--- src/rtl/dbg_msg_pkg.sv ---
package dbg_msg_pkg;
    localparam int REG_W    = 32;
    localparam int STAT_W   = 16;
    localparam int OWN_W    = 4;
    localparam int TXEN_BIT = 24;
    localparam int TRC_BIT  = 23;
    localparam int RXEN_BIT = 22;
    localparam int OWN_LSB  = 18;

    typedef struct packed {
        logic             tx_en;
        logic             rx_en;
        logic [OWN_W-1:0] own;
        logic             trc;
    } ctrl_t;

    typedef struct packed {
        logic rx_full;
        logic tx_full;
        logic tx_pulse;
    } flag_t;
endpackage

--- src/rtl/dbg_msg_ctrl.sv ---
module dbg_msg_ctrl
    import dbg_msg_pkg::*;
(
    input  logic             clk,
    input  logic             por_n,
    input  logic             core_rst_n,
    input  logic             wr_en,
    input  logic             wr_tx_en,
    input  logic             wr_rx_en,
    input  logic [OWN_W-1:0] wr_own,
    input  logic             trc_set,
    output ctrl_t            ctrl_o
);
    ctrl_t ctrl_d, ctrl_q;

    always_comb begin
        ctrl_d = ctrl_q;
        if (core_rst_n) begin
            if (wr_en) begin
                ctrl_d.tx_en = wr_tx_en;
                ctrl_d.rx_en = wr_rx_en;
                ctrl_d.own   = wr_own;
            end
            if (trc_set) begin
                ctrl_d.trc = 1'b1;
            end
        end else begin
            // core reset: ownership flags keep their value
            ctrl_d.tx_en = 1'b0;
            ctrl_d.rx_en = 1'b0;
            ctrl_d.trc   = 1'b0;
        end
    end

    always_ff @(posedge clk) begin
        if (!por_n) ctrl_q <= '0;
        else        ctrl_q <= ctrl_d;
    end

    assign ctrl_o = ctrl_q;

    AST_OWN_HELD: assert property (@(posedge clk) disable iff (!por_n)
        !core_rst_n |=> (ctrl_q.own == $past(ctrl_q.own)));
    AST_TRC_SET: assert property (@(posedge clk) disable iff (!por_n || !core_rst_n)
        trc_set |=> ctrl_q.trc);
    AST_TRC_HOLD: assert property (@(posedge clk) disable iff (!por_n || !core_rst_n)
        ctrl_q.trc |=> ctrl_q.trc);
endmodule

--- src/rtl/dbg_msg_sticky.sv ---
module dbg_msg_sticky
    import dbg_msg_pkg::*;
#(
    parameter int W = STAT_W
) (
    input  logic         clk,
    input  logic         por_n,
    input  logic         core_rst_n,
    input  logic         wr_en,
    input  logic [W-1:0] wr_bits,
    input  logic [W-1:0] evt,
    output logic [W-1:0] stat_o
);
    logic [W-1:0] stat_d, stat_q;

    always_comb begin
        stat_d = stat_q;
        if (wr_en) begin
            stat_d = stat_q & wr_bits;   // a 0 clears, a 1 keeps
        end
        stat_d = stat_d | evt;           // event beats a clear
        if (!core_rst_n) begin
            stat_d = '0;
        end
    end

    always_ff @(posedge clk) begin
        if (!por_n) stat_q <= '0;
        else        stat_q <= stat_d;
    end

    assign stat_o = stat_q;

    AST_EVT_SETS: assert property (@(posedge clk) disable iff (!por_n || !core_rst_n)
        1'b1 |=> ((stat_q & $past(evt)) == $past(evt)));
    AST_NO_SPURIOUS: assert property (@(posedge clk) disable iff (!por_n || !core_rst_n)
        1'b1 |=> ((stat_q & ~$past(stat_q) & ~$past(evt)) == '0));
endmodule

--- src/rtl/dbg_msg_flags.sv ---
module dbg_msg_flags
    import dbg_msg_pkg::*;
(
    input  logic clk,
    input  logic por_n,
    input  logic core_rst_n,
    input  logic rx_set,
    input  logic rx_clr,
    input  logic tx_set,
    input  logic tx_clr,
    input  logic rx_en,
    input  logic tx_en,
    output logic rx_full,
    output logic tx_full,
    output logic exc_req
);
    flag_t flag_d, flag_q;

    always_comb begin
        flag_d          = flag_q;
        flag_d.rx_full  = rx_set | (flag_q.rx_full & ~rx_clr);
        flag_d.tx_full  = tx_set | (flag_q.tx_full & ~tx_clr);
        flag_d.tx_pulse = tx_en & flag_q.tx_full & ~flag_d.tx_full;
        if (!core_rst_n) begin
            flag_d = '0;
        end
    end

    always_ff @(posedge clk) begin
        if (!por_n) flag_q <= '0;
        else        flag_q <= flag_d;
    end

    assign rx_full = flag_q.rx_full;
    assign tx_full = flag_q.tx_full;
    assign exc_req = (rx_en & flag_q.rx_full) | flag_q.tx_pulse;

    AST_TX_ONE_SHOT: assert property (@(posedge clk) disable iff (!por_n || !core_rst_n)
        flag_q.tx_pulse |=> !flag_q.tx_pulse);
    AST_TX_AFTER_FALL: assert property (@(posedge clk) disable iff (!por_n || !core_rst_n)
        flag_q.tx_pulse |-> (!flag_q.tx_full && $past(flag_q.tx_full)));
    AST_RX_SET_WINS: assert property (@(posedge clk) disable iff (!por_n || !core_rst_n)
        rx_set |=> flag_q.rx_full);
endmodule

--- src/rtl/dbg_msg_csr.sv ---
module dbg_msg_csr
    import dbg_msg_pkg::*;
(
    input  logic              clk,
    input  logic              por_n,
    input  logic              core_rst_n,
    input  logic              core_we,
    input  logic [REG_W-1:0]  core_wdata,
    output logic [REG_W-1:0]  core_rdata,
    input  logic              host_we,
    input  logic [REG_W-1:0]  host_wdata,
    output logic [REG_W-1:0]  host_rdata,
    input  logic [STAT_W-1:0] evt_in,
    input  logic              trc_full_in,
    input  logic              host_rx_wr,
    input  logic              core_rx_rd,
    input  logic              core_tx_wr,
    input  logic              host_tx_rd,
    output logic              rx_full,
    output logic              tx_full,
    output logic              dbg_exc_req
);
    logic              wr_en;
    logic [REG_W-1:0]  wr_data;
    logic              rsvd_unused;
    ctrl_t             ctrl;
    logic [STAT_W-1:0] stat;
    logic [REG_W-1:0]  rd_word;

    // host port wins a same-cycle collision
    assign wr_en   = host_we | core_we;
    assign wr_data = host_we ? host_wdata : core_wdata;
    assign rsvd_unused = ^{wr_data[REG_W-1:TXEN_BIT+1], wr_data[TRC_BIT],
                           wr_data[OWN_LSB-1:STAT_W]};

    dbg_msg_ctrl u_ctrl (
        .clk        (clk),
        .por_n      (por_n),
        .core_rst_n (core_rst_n),
        .wr_en      (wr_en),
        .wr_tx_en   (wr_data[TXEN_BIT]),
        .wr_rx_en   (wr_data[RXEN_BIT]),
        .wr_own     (wr_data[OWN_LSB +: OWN_W]),
        .trc_set    (trc_full_in),
        .ctrl_o     (ctrl)
    );

    dbg_msg_sticky #(.W(STAT_W)) u_sticky (
        .clk        (clk),
        .por_n      (por_n),
        .core_rst_n (core_rst_n),
        .wr_en      (wr_en),
        .wr_bits    (wr_data[STAT_W-1:0]),
        .evt        (evt_in),
        .stat_o     (stat)
    );

    dbg_msg_flags u_flags (
        .clk        (clk),
        .por_n      (por_n),
        .core_rst_n (core_rst_n),
        .rx_set     (host_rx_wr),
        .rx_clr     (core_rx_rd),
        .tx_set     (core_tx_wr),
        .tx_clr     (host_tx_rd),
        .rx_en      (ctrl.rx_en),
        .tx_en      (ctrl.tx_en),
        .rx_full    (rx_full),
        .tx_full    (tx_full),
        .exc_req    (dbg_exc_req)
    );

    always_comb begin
        rd_word                       = '0;
        rd_word[TXEN_BIT]             = ctrl.tx_en;
        rd_word[TRC_BIT]              = ctrl.trc;
        rd_word[RXEN_BIT]             = ctrl.rx_en;
        rd_word[OWN_LSB +: OWN_W]     = ctrl.own;
        rd_word[STAT_W-1:0]           = stat;
    end

    assign core_rdata = rd_word;
    assign host_rdata = rd_word;

    AST_HOST_WINS: assert property (@(posedge clk) disable iff (!por_n || !core_rst_n)
        (host_we && core_we) |=>
        (host_rdata[OWN_LSB +: OWN_W] == $past(host_wdata[OWN_LSB +: OWN_W])));
    AST_RX_EXC_LEVEL: assert property (@(posedge clk) disable iff (!por_n || !core_rst_n)
        (rx_full && host_rdata[RXEN_BIT]) |-> dbg_exc_req);
endmodule

--- config.mk ---
export PLATFORM = sky130hd
export DESIGN_NAME = dbg_msg_csr
export DESIGN_NICKNAME = d
export VERILOG_FILES = /design/src/rtl/dbg_msg_pkg.sv /design/src/rtl/dbg_msg_ctrl.sv /design/src/rtl/dbg_msg_sticky.sv /design/src/rtl/dbg_msg_flags.sv /design/src/rtl/dbg_msg_csr.sv
export SDC_FILE = /design/constraint.sdc
export NUM_CORES = 1
export LEC_CHECK = 0
export CAP_MARGIN = 20
export CORE_MARGIN = 2
export CORE_UTILIZATION = 25
export DETAILED_ROUTE_END_ITERATION = 12
export PLACE_DENSITY = 0.73
export SETUP_SLACK_MARGIN = 0.3
export SKIP_LAST_GASP = 1
export SYNTH_ARGS = -nofsm -noshare
export SYNTH_HDL_FRONTEND = slang
export SYNTH_SLANG_ARGS = --single-unit
--- constraint.sdc ---
create_clock -name clk -period 1.2 [get_ports clk]
set_clock_uncertainty 0.05 [all_clocks]
set_input_delay 0.18 -clock clk [delete_from_list [all_inputs] [get_ports clk]]
set_output_delay 0.18 -clock clk [all_outputs]
set_load 0.01 [all_outputs]
==> run metrics <==
CP max stage delay=340 ps; max-slew violations=0; Via Count=1507; placed insts=342; Internal Pwr Total=1.70 mW; post-route insts no fill=358; Startpoint Class=flip-flop; WHS Endpoint=u_flags.tx_full; FF-to-FF path depth=4; PD cells=764 nW/um^2; WL/cell=13.7 um; commonest cells after routing, fill and taps aside=buf_6, clkdlybuf4s50_1, nor2_1, conb_1, dfxtp_2; CTS tree=done; largest net degree at the start of global routing=17; Sequential Power Share=41.9%; clock slew at reported path FFs=90 ps; maximum VDD drop=0.438 mV; clock buffer depth=2; syn avg cell area=8.69 sq um; Final setup viols=0; first-pass GRT wire length=7180 um; DRT Pass-1 Iters=4; Die Ht=81.3 um; fraction of power consumed by combinational cells=32.8%; Vias/cell=4.21; CORE AREA=5850 sq um; count of input and output buffers=118; Ant. Diodes=0; Worst path slowest cell=dfxtp_2; CP cell instances=a21o_1, buf_2; clock net sink count=26; CTS buffer count=3; crit path kind=reg -> out; ratio of cells with drive above 1 in the final layout=38.2%; worst hold path depth=3; Top FF cell, synth=dfxtp_1; final worst path period need=1130 ps; GRT Resource Usage Total=14.0%; drt drc=0; latest clock arrival within the worst-skew pair=270 ps; initial antenna violation count=0; Netlist Area Pre-Place=1490 sq um; area grow syn2layout=100%; sequential fraction of the synthesis area=34.8%; worst reg2reg path endpoint=u_ctrl.ctrl_o[6]; final period utilization=94.4%; Die W=81.3 um; root buf cell=clkbuf_8; Synth Warn #=0; fmax=883 MHz; library cells used by synthesis=20; Congestion Overflow GR=0; Final #Nets=374; Synth top area share=34.8%; static leakage=1.38 nW; Max-cap violations=0; ANT nets after route=0; final wirelength=4920 um; Syn Inst Count=172; top cells by area, synth=dfxtp_1, buf_4, or3b_1; HP Class=in -> reg; placed wire-length estimate=3240 um; r2r startpoint=u_ctrl.ctrl_o[6]; Async SR Flop Fraction=0%; routability cong.=0.773; vias in the first global route=1433; synthesized flop and latch total=26; DP Area=2590 sq um; RSZ-0062 raised after global routing=yes; 1st-iter DRT viols=37; die area=6610 sq um; Fin Setup TNS=0 ps; Ports=157; row count=28; Initial Utilization=25.5%; r2r setup slk=110 ps; H-Tree Depth=1; Hold Vio Cnt, Final=0; Max Fanout on Critical Path=2; EDFF count, synth=0; most common library cell in the layout ignoring fill and taps=buf_6; Sw Ratio=25.5%; Synth area leader=dfxtp_1; Hold Path Origin=por_n; Clk pwr share=25.3%; Switch Pwr=0.582 mW; Worst Setup End Kind=primary output; post-route cell area=2990 sq um; Worst Path Arrival=900 ps; status=complete, no violations; Critical Path RT=970 ps
[metal layers]
metal | share of wire (%) | global-route usage (%) | up-vias
met5 | 0 | 0 | -
met4 | 0.89 | 3.05 | 0
met3 | 5.2 | 1.44 | 4
met2 | 54 | 26.8 | 59
met1 | 40 | 16.6 | 699
li1 | - | - | 745
[flip-flops by register name, summed over array words and instances (netlist names)]
register,count
u_flags.rx_full,1
u_flags.flag_q,1
u_ctrl.ctrl_o,7
u_flags.tx_full,1
u_sticky.stat_o,16
[worst max-delay path, delay by kind of cell (launching register included)]
kind	cells	cell delay, ps
buffers and inverters	1	130
AO/OA/AOI/OAI	1	170
flip-flops	1	340
[stage by stage]
stage	power, mW	hold slack (ps)	utilization [%]	worst slack (ps)
final	2.28	226	51.1	67.1
after floorplan	1.28	207	-	180
after CTS	2.28	307	48.7	60.3
after global routing	2.42	228	51.1	25.4
after global placement	1.61	404	44.3	-398
after detailed placement	1.62	414	44.3	-426
[power by group through the flow]
stage          sequential, mW  combinational, mW  clock [mW]
3_3_place_gp            0.958              0.651           0
5_1_grt                 0.962              0.812       0.647
2_1_floorplan           0.974              0.305           0
6_report                0.955              0.749       0.578
4_1_cts                 0.962              0.712       0.604
3_5_place_dp            0.960              0.658           0
[cell usage after synthesis (2+ instances only)]
cell      instances
clkbuf_1          3
a21oi_1           2
a31oi_1          16
inv_1             2
buf_4            44
nand2b_1         16
mux2i_1           6
nand2_1           6
or3b_1           16
nor2_1           22
mux2_2            2
o211a_1           4
dfxtp_1          26
[kinds of logic after synthesis]
kind of cell / count (synthesis) / share of synthesized area (%)
DFF: 26 / 34.8
muxes: 8 / 5.53
and+or+nand+nor: 61 / 23.5
buffers and inverters: 52 / 24.8
AOI/OAI and AO/OA: 24 / 11.1
other: 1 / 0.251
[area by class of cell]
type | count | area [sq um]
Sequential cell | 26 | 569
Timing Repair Buffer | 140 | 1560
Inverter | 2 | 7.51
Clock buffer | 4 | 55.1
Multi-Input combinational cell | 111 | 703
Fill cell | 545 | 2860
Tap cell | 75 | 93.8
[worst max path at each step]
stage	start	to	slack, ps
final	u_flags.rx_full	dbg_exc_req	70
after global routing	u_flags.rx_full	dbg_exc_req	30
after global placement	core_we	u_sticky.stat_o[1]	-400
after detailed placement	core_we	u_sticky.stat_o[1]	-430
after floorplan	host_we	u_sticky.stat_o[10]	180
after CTS	u_flags.rx_full	dbg_exc_req	60
[timing repair]
item                       in CTS  in global routing
cloned                          3                  1
resized for setup             304                 26
setup endpoints to repair      73                 67
setup buffers                   7                  1
pin swaps                      48                 35
hold buffers                    0                  0
No activity file was read; power rests on OpenSTA's default activity.
